<file path="src/rtl/rct_pkg.sv">
package rct_pkg;
    typedef struct packed {
        logic black;
        logic row_lead;
        logic dest_lead;
        logic combined;
    } rct_tag_t;
endpackage

</file>
<file path="src/rtl/rct_lead_detect.sv">
module rct_lead_detect #(
    parameter int ROW_W = 4,
    parameter int COL_W = 4
) (
    input  logic             clk,
    input  logic             rst_n,
    input  logic             adv,
    input  logic             sof,
    input  logic [ROW_W-1:0] row,
    input  logic [COL_W-1:0] col,
    output logic             row_lead,
    output logic             dest_lead
);
    typedef struct packed {
        logic             valid;
        logic [ROW_W-1:0] row;
        logic [COL_W-1:0] col;
    } hist_t;

    hist_t hist_d, hist_q;

    always_comb begin
        hist_d    = hist_q;
        row_lead  = sof || !hist_q.valid || (row != hist_q.row);
        dest_lead = row_lead || (col != hist_q.col);
        if (adv) begin
            hist_d.valid = 1'b1;
            hist_d.row   = row;
            hist_d.col   = col;
        end
    end

    always_ff @(posedge clk) begin
        if (!rst_n) hist_q <= '0;
        else        hist_q <= hist_d;
    end
endmodule

</file>
<file path="src/rtl/rct_run_count.sv">
module rct_run_count #(
    parameter int QUOTA_W = 8
) (
    input  logic               clk,
    input  logic               rst_n,
    input  logic               adv,
    input  logic               row_lead,
    input  logic [QUOTA_W-1:0] quota,
    output logic               black
);
    localparam int CNT_W = QUOTA_W + 1;

    logic [CNT_W-1:0] cnt_d, cnt_q;
    logic [CNT_W-1:0] limit, pos_raw, pos;

    always_comb begin
        limit   = CNT_W'(quota) + CNT_W'(1);
        pos_raw = row_lead ? CNT_W'(1) : (cnt_q + CNT_W'(1));
        pos     = (pos_raw > limit) ? limit : pos_raw;
        black   = (pos <= CNT_W'(quota));
        cnt_d   = adv ? pos : cnt_q;
    end

    always_ff @(posedge clk) begin
        if (!rst_n) cnt_q <= '0;
        else        cnt_q <= cnt_d;
    end
endmodule

</file>
<file path="src/rtl/rct_out_reg.sv">
module rct_out_reg
    import rct_pkg::*;
#(
    parameter int ROW_W  = 4,
    parameter int COL_W  = 4,
    parameter int DATA_W = 16
) (
    input  logic              clk,
    input  logic              rst_n,
    input  logic              load,
    input  logic              drain,
    input  logic [ROW_W-1:0]  row_i,
    input  logic [COL_W-1:0]  col_i,
    input  logic [DATA_W-1:0] data_i,
    input  rct_tag_t          tag_i,
    output logic              valid_o,
    output logic [ROW_W-1:0]  row_o,
    output logic [COL_W-1:0]  col_o,
    output logic [DATA_W-1:0] data_o,
    output rct_tag_t          tag_o
);
    typedef struct packed {
        logic              valid;
        logic [ROW_W-1:0]  row;
        logic [COL_W-1:0]  col;
        logic [DATA_W-1:0] data;
        rct_tag_t          tag;
    } slot_t;

    slot_t slot_d, slot_q;

    always_comb begin
        slot_d = slot_q;
        if (drain) slot_d.valid = 1'b0;
        if (load) begin
            slot_d.valid = 1'b1;
            slot_d.row   = row_i;
            slot_d.col   = col_i;
            slot_d.data  = data_i;
            slot_d.tag   = tag_i;
        end
    end

    always_ff @(posedge clk) begin
        if (!rst_n) slot_q <= '0;
        else        slot_q <= slot_d;
    end

    assign valid_o = slot_q.valid;
    assign row_o   = slot_q.row;
    assign col_o   = slot_q.col;
    assign data_o  = slot_q.data;
    assign tag_o   = slot_q.tag;
endmodule

</file>
<file path="src/rtl/run_colour_tagger.sv">
module run_colour_tagger
    import rct_pkg::*;
#(
    parameter int ROW_W   = 4,
    parameter int COL_W   = 4,
    parameter int DATA_W  = 16,
    parameter int QUOTA_W = 8
) (
    input  logic               clk,
    input  logic               rst_n,
    input  logic               in_valid,
    output logic               in_ready,
    input  logic               in_sof,
    input  logic [ROW_W-1:0]   in_row,
    input  logic [COL_W-1:0]   in_col,
    input  logic [DATA_W-1:0]  in_data,
    input  logic [QUOTA_W-1:0] quota,
    input  logic               combine_en,
    output logic               out_valid,
    input  logic               out_ready,
    output logic [ROW_W-1:0]   out_row,
    output logic [COL_W-1:0]   out_col,
    output logic [DATA_W-1:0]  out_data,
    output logic               out_black,
    output logic               out_row_lead,
    output logic               out_dest_lead,
    output logic               out_combined
);
    logic     adv;
    logic     row_lead, dest_lead, quota_black;
    rct_tag_t tag_in, tag_out;

    assign in_ready = !out_valid || out_ready;
    assign adv      = in_valid && in_ready;

    rct_lead_detect #(.ROW_W(ROW_W), .COL_W(COL_W)) u_lead (
        .clk       (clk),
        .rst_n     (rst_n),
        .adv       (adv),
        .sof       (in_sof),
        .row       (in_row),
        .col       (in_col),
        .row_lead  (row_lead),
        .dest_lead (dest_lead)
    );

    rct_run_count #(.QUOTA_W(QUOTA_W)) u_count (
        .clk      (clk),
        .rst_n    (rst_n),
        .adv      (adv),
        .row_lead (row_lead),
        .quota    (quota),
        .black    (quota_black)
    );

    always_comb begin
        tag_in.row_lead  = row_lead;
        tag_in.dest_lead = dest_lead;
        tag_in.combined  = combine_en && !dest_lead;
        tag_in.black     = combine_en ? dest_lead : quota_black;
    end

    rct_out_reg #(.ROW_W(ROW_W), .COL_W(COL_W), .DATA_W(DATA_W)) u_out (
        .clk     (clk),
        .rst_n   (rst_n),
        .load    (adv),
        .drain   (out_ready),
        .row_i   (in_row),
        .col_i   (in_col),
        .data_i  (in_data),
        .tag_i   (tag_in),
        .valid_o (out_valid),
        .row_o   (out_row),
        .col_o   (out_col),
        .data_o  (out_data),
        .tag_o   (tag_out)
    );

    assign out_black     = tag_out.black;
    assign out_row_lead  = tag_out.row_lead;
    assign out_dest_lead = tag_out.dest_lead;
    assign out_combined  = tag_out.combined;
endmodule

</file>
<file path="config.mk">
export PLATFORM = sky130hd
export DESIGN_NAME = run_colour_tagger
export DESIGN_NICKNAME = d
export VERILOG_FILES = /design/src/rtl/rct_pkg.sv /design/src/rtl/rct_lead_detect.sv /design/src/rtl/rct_run_count.sv /design/src/rtl/rct_out_reg.sv /design/src/rtl/run_colour_tagger.sv
export SDC_FILE = /design/constraint.sdc
export NUM_CORES = 1
export LEC_CHECK = 0
export BUFFER_PORTS_ARGS = -buffer_cell sky130_fd_sc_hd__buf_2
export CAP_MARGIN = 0
export CORE_MARGIN = 5
export CORE_UTILIZATION = 50
export DETAILED_ROUTE_END_ITERATION = 8
export GPL_ROUTABILITY_DRIVEN = 0
export PLACE_DENSITY = 0.75
export RECOVER_POWER = 25
export SETUP_SLACK_MARGIN = 0.3
export SLEW_MARGIN = 25
export SYNTH_ARGS = -nofsm -noshare
export SYNTH_HDL_FRONTEND = slang
export SYNTH_HIERARCHICAL = 1
export SYNTH_SLANG_ARGS = --single-unit
</file>
<file path="constraint.sdc">
create_clock -name clk -period 7.9 [get_ports clk]
set_input_delay 1.185 -clock clk [delete_from_list [all_inputs] [get_ports clk]]
set_output_delay 1.185 -clock clk [all_outputs]
set_load 0.02 [all_outputs]
</file>
Yosys cells after proc, flatten, opt, wreduce, memory -nomap -nowiden
Index checks and enable logic that the tools add are counted.

word-level totals
  bits in registers = 39
  input port bits = 38
  output and inout port bits = 30
  word-level logic and storage cells = 31

cells by class
  $add $sub $neg = 2
  magnitude comparators = 2
  equal/unequal tests = 2
  muxes and demuxes = 5
  reduce and logical (&&, ||, !) cells = 10

operators by type and width
  cell                                          number
  2-to-1 mux 29 bit                             1
  2-to-1 mux 9 bit                              2
  adder 8 x 1 -> 9 bit (second input constant)  1
  adder 9 x 1 -> 9 bit (second input constant)  1
  greater-than comparator 9 bit                 1
  <= comparator 9 x 8 -> 1 bit                  1
  inequality test 4 bit                         2
  logical OR 1 bit                              4
  logical NOT 1 bit                             3
  logical AND 1 bit                             2
  2-to-1 mux 1 bit                              2
  nonzero test 2 bit                            1

Longest topological paths before layout
Gate-level depths: netlist (run 1).

  depth after elaboration = 9
  gate-level depth with buffers = 22
  mapped depth without buffers = 20

Cells and area by module
Netlist (run 1), hierarchy kept.

by module, submodules not included
  module             instances  cells each  area each (sq um)  seq. area each (sq um)
  rct_run_count      1          164         1266.2             180.2
  rct_out_reg        1          93          1101.1             580.6
  rct_lead_detect    1          43          436.7              180.2
  run_colour_tagger  1          4           41.3               0.0

Worst setup path before layout (run 1)
No wires, ideal clock.

  kind = input port to flip-flop
  from = in in_row[3]
  to = reg u_out.slot_q (netlist bit u_out/tag_o[3])
  setup time = 0.116 ns
  arrival time = 4.851 ns
  data required time = 7.784 ns
  path slack = 2.933 ns
  stages on the path = 21
  path buffers = 2
  path through = inv_1 a222oi_1 nand3_1 clkbuf_1 or2_2 inv_1 ha_1 a21oi_1 o211ai_1 o21ai_2 buf_4 nor3_1 a21o_2 ha_1 o21a_1 o221ai_1 a31o_2 and3_1 mux2_4 mux2i_1 nor2b_1

RTL lines
  element               line                     RTL
  from (decl)           run_colour_tagger.sv:14  input logic [ROW_W-1:0] in_row,
  to (signal assigned)  rct_out_reg.sv:46        else slot_q <= slot_d;
  to (decl)             rct_out_reg.sv:30        slot_t slot_d, slot_q;

==> run summary, run 1 <==
Run status - finished, final reports clean
Largest stage delay on the critical path - 0.58 ns
Main flop type after synthesis - dfxtp_1
Peak fanout along the critical path - 19
Required arrival time at the worst endpoint - 8.10 ns
Area of the mapped netlist - 0.00285 mm²
Total die area - 0.00730 mm²
Total Negative Setup Slacks - 0 ns
Internal power - 0.000368 W
Number of stages on the worst hold path - 1
Fraction of layout instances using a drive strength above 1 - 20.8%
Shortest clock period the worst path allows after layout - 5.51 ns
Clock transition at the registers of the reported paths - 0.09 ns
Switching power total - 0.000142 W
Area contributors post-synth - dfxtp_1 (33%), mux2i_1 (13%), nor2b_1 (9.5%), ha_1 (8.4%), o21ai_0 (3.7%)
Share of flip-flops with an asynchronous set or reset - 0%
Sequential cell area fraction in the yosys report - 33.1%
Overall Global Routing Usage - 16.4%
Max rail drop VDD - 91.4 µV
Startpoint of the most critical register-to-register path - u_lead/hist_q[4]
Most area-hungry cell type in the Yosys netlist - dfxtp_1
Die width - 85.4 µm
Starting density of the core - 51.7%
Largest net degree at the start of global routing - 65
Core ar. - 0.00551 mm²
Via count of the first global-routing pass - 2,231
Final setup skew - 0.00846 ns
Number of hold buffers added after cts - 0
Switching part of the total - 27.9%
Class of the tightest hold or removal check - flip-flop to flip-flop
Clock Sink Count - 47
PwrDens - 157 mW/mm²
Net count of the finished layout - 422
Cell chain of the critical path - buf_2, inv_1, a222oi_1, nand3_1, or2_2, inv_1, ha_1, a21oi_1, o211ai_1, o21ai_2, or2_4, o21ai_0, ha_1, nor2b_1, o21a_1, o211ai_1, a31o_2, and3_1, mux2_4, mux2i_1, nor2b_1
Area added between synthesis and finish - 14.4%
Filler cell count in the final layout - 504
DRC violation count after routing - 0
Vias - 2,335
Root buf cell - clkbuf_8
Worst R2R End - u_out/tag_o[3]
Clock buffer count from CTS - 5
Flop2flop setup slack - 3.06 ns
Share of the core filled with cells - 59.1%
Proportion of power drawn by combinational gates - 19.6%
Post-synthesis net count - 361
CTS tree - yes
Post-CTS sizing - 0
Final cycle utilization of the critical path - 69.8%
Antenna violations before repair - 0
Critical path type - input port to flip-flop
Final-layout worst hold slack - 0.457 ns
Final HPWL DP - 4420 µm
Worst Hold Path EP - u_lead/hist_q[8]
Detail-routed net length per standard cell - 13.5 µm
Number of slew-limit violations in the final report - 0
Total length of routed wires - 5900 µm
Crit-path slowest cell - o21ai_2
Launching element type of the critical path - input port
Number of nets still failing antenna checks after routing - 0
Overflow left after global routing - 0
Data arrival at the endpoint of the critical path - 5.71 ns
Top Ports - 68
Inserted Diodes - 0
Worst-case reg-to-reg path depth - 20
Static leakage - 1.44 nW
Sort of element at the end of the critical path - flip-flop
Number of max-cap violations - 0
DR vias/cell - 5.33
Peak clock frequency supported by timing - 181 MHz
Launch point of the worst hold path - u_lead/hist_q[8]
CTS Buffer Depth - 2
First-pass GRT wire length - 9960 µm
Portion of total power attributed to sequential cells - 51.2%
Final setup vio count - 0
Number of synthesized register bits - 47
Post-CTS setup buffers - 0
First-iteration detailed-routing DRC count - 114
Number of distinct standard cells referenced by the synthesized netlist - 45
Total of buffers placed on input and output ports - 67
Worst-Skew Late Latency - 0.30 ns
Number of enable flip-flop cells after synthesis - 0
DRT Pass-1 Iters - 4
Pin slew with the least headroom to its limit - 0.954 ns
Gate Count Post-Synth - 304
Number of levels the H-tree was split into - 2
DIE HEIGHT - 85.4 µm
Total power consumption of the routed design - 0.000510 W
Number of cell rows - 27
Warnings from Yosys - 6
Max_slew headroom - 36.0%
Clock group share of total power - 29.2%
Post-Syn Area per Cell - 9.36 µm²
Setup repair after global routing missed its margin - false
Area fraction of the dominant cell type after synthesis - 33.1%
Final hold violation count - 0
worst max-delay path, delay by kind of cell:
kind / cells / cell delay, ns
AO/OA/AOI/OAI: 8 / 1.76
AND/OR/NAND/NOR: 6 / 1.56
adder cells (fa/ha/maj): 2 / 0.57
multiplexers: 2 / 0.39
buffers and inverters: 3 / 0.23
state kept, by name, indices dropped and copies added (netlist names):
register,count
u_lead/hist_q,9
u_out/row_o,4
u_out/tag_o,4
u_count/cnt_q,9
u_out/valid_o,1
u_out/data_o,16
u_out/col_o,4
power groups by stage:
stage / combinational (W) / sequential, W / clock [W]
floorplan: 0.0000607 / 0.000277 / 0
global placement: 0.000101 / 0.000266 / 0
detailed placement: 0.000102 / 0.000267 / 0
CTS: 0.000103 / 0.000261 / 0.000156
global route: 0.000111 / 0.000264 / 0.000165
finish: 0.0000999 / 0.000261 / 0.000149
layout by cell type, fill, tap and decap left out, types with 6 or more instances in the layout:
| master | synthesis | layout |
|---|---|---|
| nor3_1 | 8 | 8 |
| clkbuf_8 | 0 | 6 |
| buf_2 | 3 | 48 |
| clkbuf_1 | 6 | 20 |
| inv_1 | 17 | 17 |
| a311oi_1 | 6 | 6 |
| nand3_1 | 10 | 10 |
| o21ai_0 | 21 | 21 |
| dfxtp_1 | 47 | 47 |
| nor2_1 | 6 | 6 |
| mux2i_1 | 37 | 37 |
| ha_1 | 19 | 19 |
| xor2_1 | 8 | 8 |
| xnor2_1 | 9 | 9 |
| nand2_1 | 8 | 8 |
| nor2b_1 | 43 | 43 |
per-stage QoR:
stage                     cells  cell area (µm²)  worst slack, ns
after floorplan             304             2850             2.93
after global placement      430             3180             2.30
after detailed placement    430             3180             2.10
after CTS                   438             3280             2.43
after global routing        438             3260             2.00
final                       438             3260             2.39
cell families after synthesis:
logic type	after synthesis	share of synthesized area [%]
fa+ha+maj	19	8.36
mux	38	13.5
xor+xnor	17	5.23
compound gates	56	14.4
simple gates	96	19.8
flops	47	33.1
buf+inv	31	5.58
routing by layer:
layer	share of wire, %	up-vias	global-route usage (%)
met5	0	-	0
met1	46	1064	21.1
met2	46	65	27.2
met3	6.0	8	3.30
met4	1.7	0	5.90
li1	-	1198	-
cell type report:
| type | instances | area (µm²) | area share (%) |
|---|---|---|---|
| multi-input combinational | 226 | 1750 | 53.7 |
| sequential | 47 | 941 | 28.9 |
| timing repair buffer | 68 | 319 | 9.80 |
| tap | 72 | 90.1 | 2.77 |
| clock buffer | 7 | 86.3 | 2.65 |
| inverter | 17 | 63.8 | 1.96 |
| clock inverter | 1 | 8.76 | 0.269 |
synthesized netlist by cell type (3+ instances only):
master    number
a21o_2         3
a21oi_1        5
a311oi_1       6
and3_1         4
buf_2          3
clkbuf_1       6
dfxtp_1       47
ha_1          19
inv_1         17
mux2i_1       37
nand2_1        8
nand3_1       10
nand4_1        5
nor2_1         6
nor2b_1       43
nor3_1         8
o211ai_1       3
o21a_1         5
o21ai_0       21
o221a_2        3
xnor2_1        9
xor2_1         8
worst max path at each step:
stage / from / to / slack [ns] / cells after the start
floorplan: in_row[3] / u_out/tag_o[3] / 2.93 / 21
global placement: in_row[3] / u_out/tag_o[3] / 2.30 / 20
detailed placement: in_row[3] / u_out/tag_o[3] / 2.10 / 20
CTS: in_row[3] / u_out/tag_o[3] / 2.43 / 20
global route: in_row[3] / u_out/tag_o[3] / 2.00 / 20
finish: in_row[3] / u_out/tag_o[3] / 2.39 / 21
(Power assumes the default switching activity.)
==> run 2: changes to the inputs <==
==> constraint.sdc (replaced) <==
create_clock -name clk -period 5.1 [get_ports clk]
set_input_delay 0.765 -clock clk [delete_from_list [all_inputs] [get_ports clk]]
set_output_delay 0.765 -clock clk [all_outputs]
set_load 0.02 [all_outputs]
==> run summary, run 2 (synthesis results as in run 1) <==
Run status - finished, violations left
Violations in the final reports - max-capacitance violations, max-slew violations
Via count of the first global-routing pass - 2,328 (+4.3%)
Clock transition at the registers of the reported paths - 0.09 ns (about the same)
Final setup vio count - 0 (unchanged)
Switching part of the total - 28.4% (+0.51 points)
Detail-routed net length per standard cell - 14.0 µm (+3.9%)
Pin slew with the least headroom to its limit - 3.20 ns (+2.24 ns)
Final hold violation count - 0 (unchanged)
Total power consumption of the routed design - 0.000780 W (+53%)
CTS tree - yes
Worst-Skew Late Latency - 0.30 ns (about the same)
Fraction of layout instances using a drive strength above 1 - 21.7% (+0.92 points)
CTS Buffer Depth - 2 (unchanged)
Vias - 2,347 (+0.51%)
Total length of routed wires - 6170 µm (+4.6%)
Class of the tightest hold or removal check - flip-flop to flip-flop
Max rail drop VDD - 133 µV (+45%)
Number of nets still failing antenna checks after routing - 0 (unchanged)
Final HPWL DP - 4620 µm (+4.5%)
Internal power - 0.000558 W (+52%)
DIE HEIGHT - 85.4 µm (unchanged)
Number of slew-limit violations in the final report - 53 (+53)
Setup repair after global routing missed its margin - false
Critical path type - input port to flip-flop
Shortest clock period the worst path allows after layout - 4.46 ns
Total Negative Setup Slacks - 0 ns (unchanged)
Total die area - 0.00730 mm² (unchanged)
Count of placed standard cells including taps - 433 (+0.70%)
Highest-count cells in the layout ignoring fill and taps - buf_2 (50), dfxtp_1 (47), nor2b_1 (43)
Flip-flop count of the largest register after layout - 16 (unchanged)
Static leakage - 1.45 nW (+0.47%)
Overflow left after global routing - 0 (unchanged)
Antenna violations before repair - 0 (unchanged)
First-pass GRT wire length - 10,500 µm (+5.5%)
Total of buffers placed on input and output ports - 67 (unchanged)
Portion of total power attributed to sequential cells - 52.0% (+0.8 points)
Clock group share of total power - 27.5% (-1.7 points)
Sort of element at the end of the critical path - flip-flop
Inserted Diodes - 0 (unchanged)
Final setup skew - 0.00633 ns (-0.00213 ns)
Clock Sink Count - 47 (unchanged)
Data arrival at the endpoint of the critical path - 4.64 ns (-1.07 ns)
Number of levels the H-tree was split into - 2 (unchanged)
Number of cell rows - 27 (unchanged)
Final cycle utilization of the critical path - 87.5%
Number of max-cap violations - 1 (+1)
Peak fanout along the critical path - 15 (-4)
DRC violation count after routing - 0 (unchanged)
First-iteration detailed-routing DRC count - 95 (-17%)
Die width - 85.4 µm (unchanged)
Proportion of power drawn by combinational gates - 20.5% (+0.9 points)
Required arrival time at the worst endpoint - 5.28 ns (-2.82 ns)
Peak clock frequency supported by timing - 224 MHz
Finished Layout Cells - 441 (+0.68%)
DR vias/cell - 5.32 (-0.17%)
Most common cell after layout, fill and taps aside - buf_2
PwrDens - 239 mW/mm² (+52%)
Starting density of the core - 51.7% (unchanged)
Switching power total - 0.000222 W (+56%)
Overall Global Routing Usage - 17.3% (+0.88 points)
Clock buffer count from CTS - 5 (unchanged)
Launching element type of the critical path - input port
Core ar. - 0.00551 mm² (unchanged)
Top Ports - 68 (unchanged)
Area added between synthesis and finish - 14.8%
Max_slew headroom - -113% (-150 points)
Final-layout worst hold slack - 0.452 ns (-0.00557 ns)
Net count of the finished layout - 425 (+0.71%)
DRT Pass-1 Iters - 4 (unchanged)
Largest net degree at the start of global routing - 53 (-18%)
Root buf cell - clkbuf_8
## run 2: cell type report
class | instances | area, µm²
Clock inverter | 2 | 12.5
Tap cell | 72 | 90.1
Fill cell | 504 | 2240
Timing Repair Buffer | 71 | 344
Inverter | 17 | 63.8
Sequential cell | 47 | 941
Multi-Input combinational cell | 226 | 1740
Clock buffer | 6 | 72.6
## run 2: what timing repair did
action,CTS,global route
setup endpoints to repair,0,1
hold buffers,0,0
resized for setup,0,1
setup buffers,0,0
## run 2: final timing paths
kind | start | end | slack (ns) | depth (start not counted)
worst max-delay path | in_row[3] | u_out/tag_o[3] | 0.64 | 21
worst min-delay path | u_lead/hist_q[8] | u_lead/hist_q[8] | 0.45 | 1
worst max register to register | u_lead/hist_q[4] | u_out/tag_o[3] | 0.90 | 20
worst min register to register | u_lead/hist_q[8] | u_lead/hist_q[8] | 0.45 | 1
## run 2: power by group through the flow
stage | logic, W | clock network, W | registers (W)
6_report | 0.000160 | 0.000215 | 0.000405
2_1_floorplan | 0.0000940 | 0 | 0.000430
3_3_place_gp | 0.000157 | 0 | 0.000413
4_1_cts | 0.000160 | 0.000225 | 0.000405
5_1_grt | 0.000177 | 0.000242 | 0.000409
3_5_place_dp | 0.000159 | 0 | 0.000414
## run 2: per-stage QoR
stage | setup slack [ns] | utilization [%] | cell area (µm²)
finish | 0.636 | 59.3 | 3270
global route | 0.252 | 59.3 | 3270
CTS | 0.663 | 59.8 | 3290
global placement | 0.473 | 58.2 | 3210
floorplan | 0.553 | - | 2850
detailed placement | 0.351 | 58.3 | 3210
## run 2: worst max-delay path, stage by stage
cell and delay, ns:
buf_2 0.11, inv_1 0.04, a222oi_1 0.44, nand3_2 0.20, buf_4 0.21, a21oi_2 0.13, ha_1 0.27, a21oi_1 0.25
o211ai_1 0.15, o21ai_2 0.21, buf_4 0.24, o21ai_0 0.11, o21ai_0 0.10, ha_1 0.29, nand4_1 0.12, o221ai_1 0.14
a31o_2 0.23, and3_1 0.15, mux2_4 0.26, mux2i_1 0.13, nor2b_1 0.09
## run 2: per-layer routing
| metal | share of wire (%) | up-vias | wire, µm | track usage [%] |
|---|---|---|---|---|
| met5 | 0 | - | 0 | 0 |
| met4 | 2.0 | 0 | 125 | 7.77 |
| met3 | 6.0 | 12 | 373 | 3.50 |
| met2 | 46 | 65 | 2810 | 28.4 |
| met1 | 46 | 1062 | 2860 | 21.8 |
| li1 | - | 1208 | - | - |
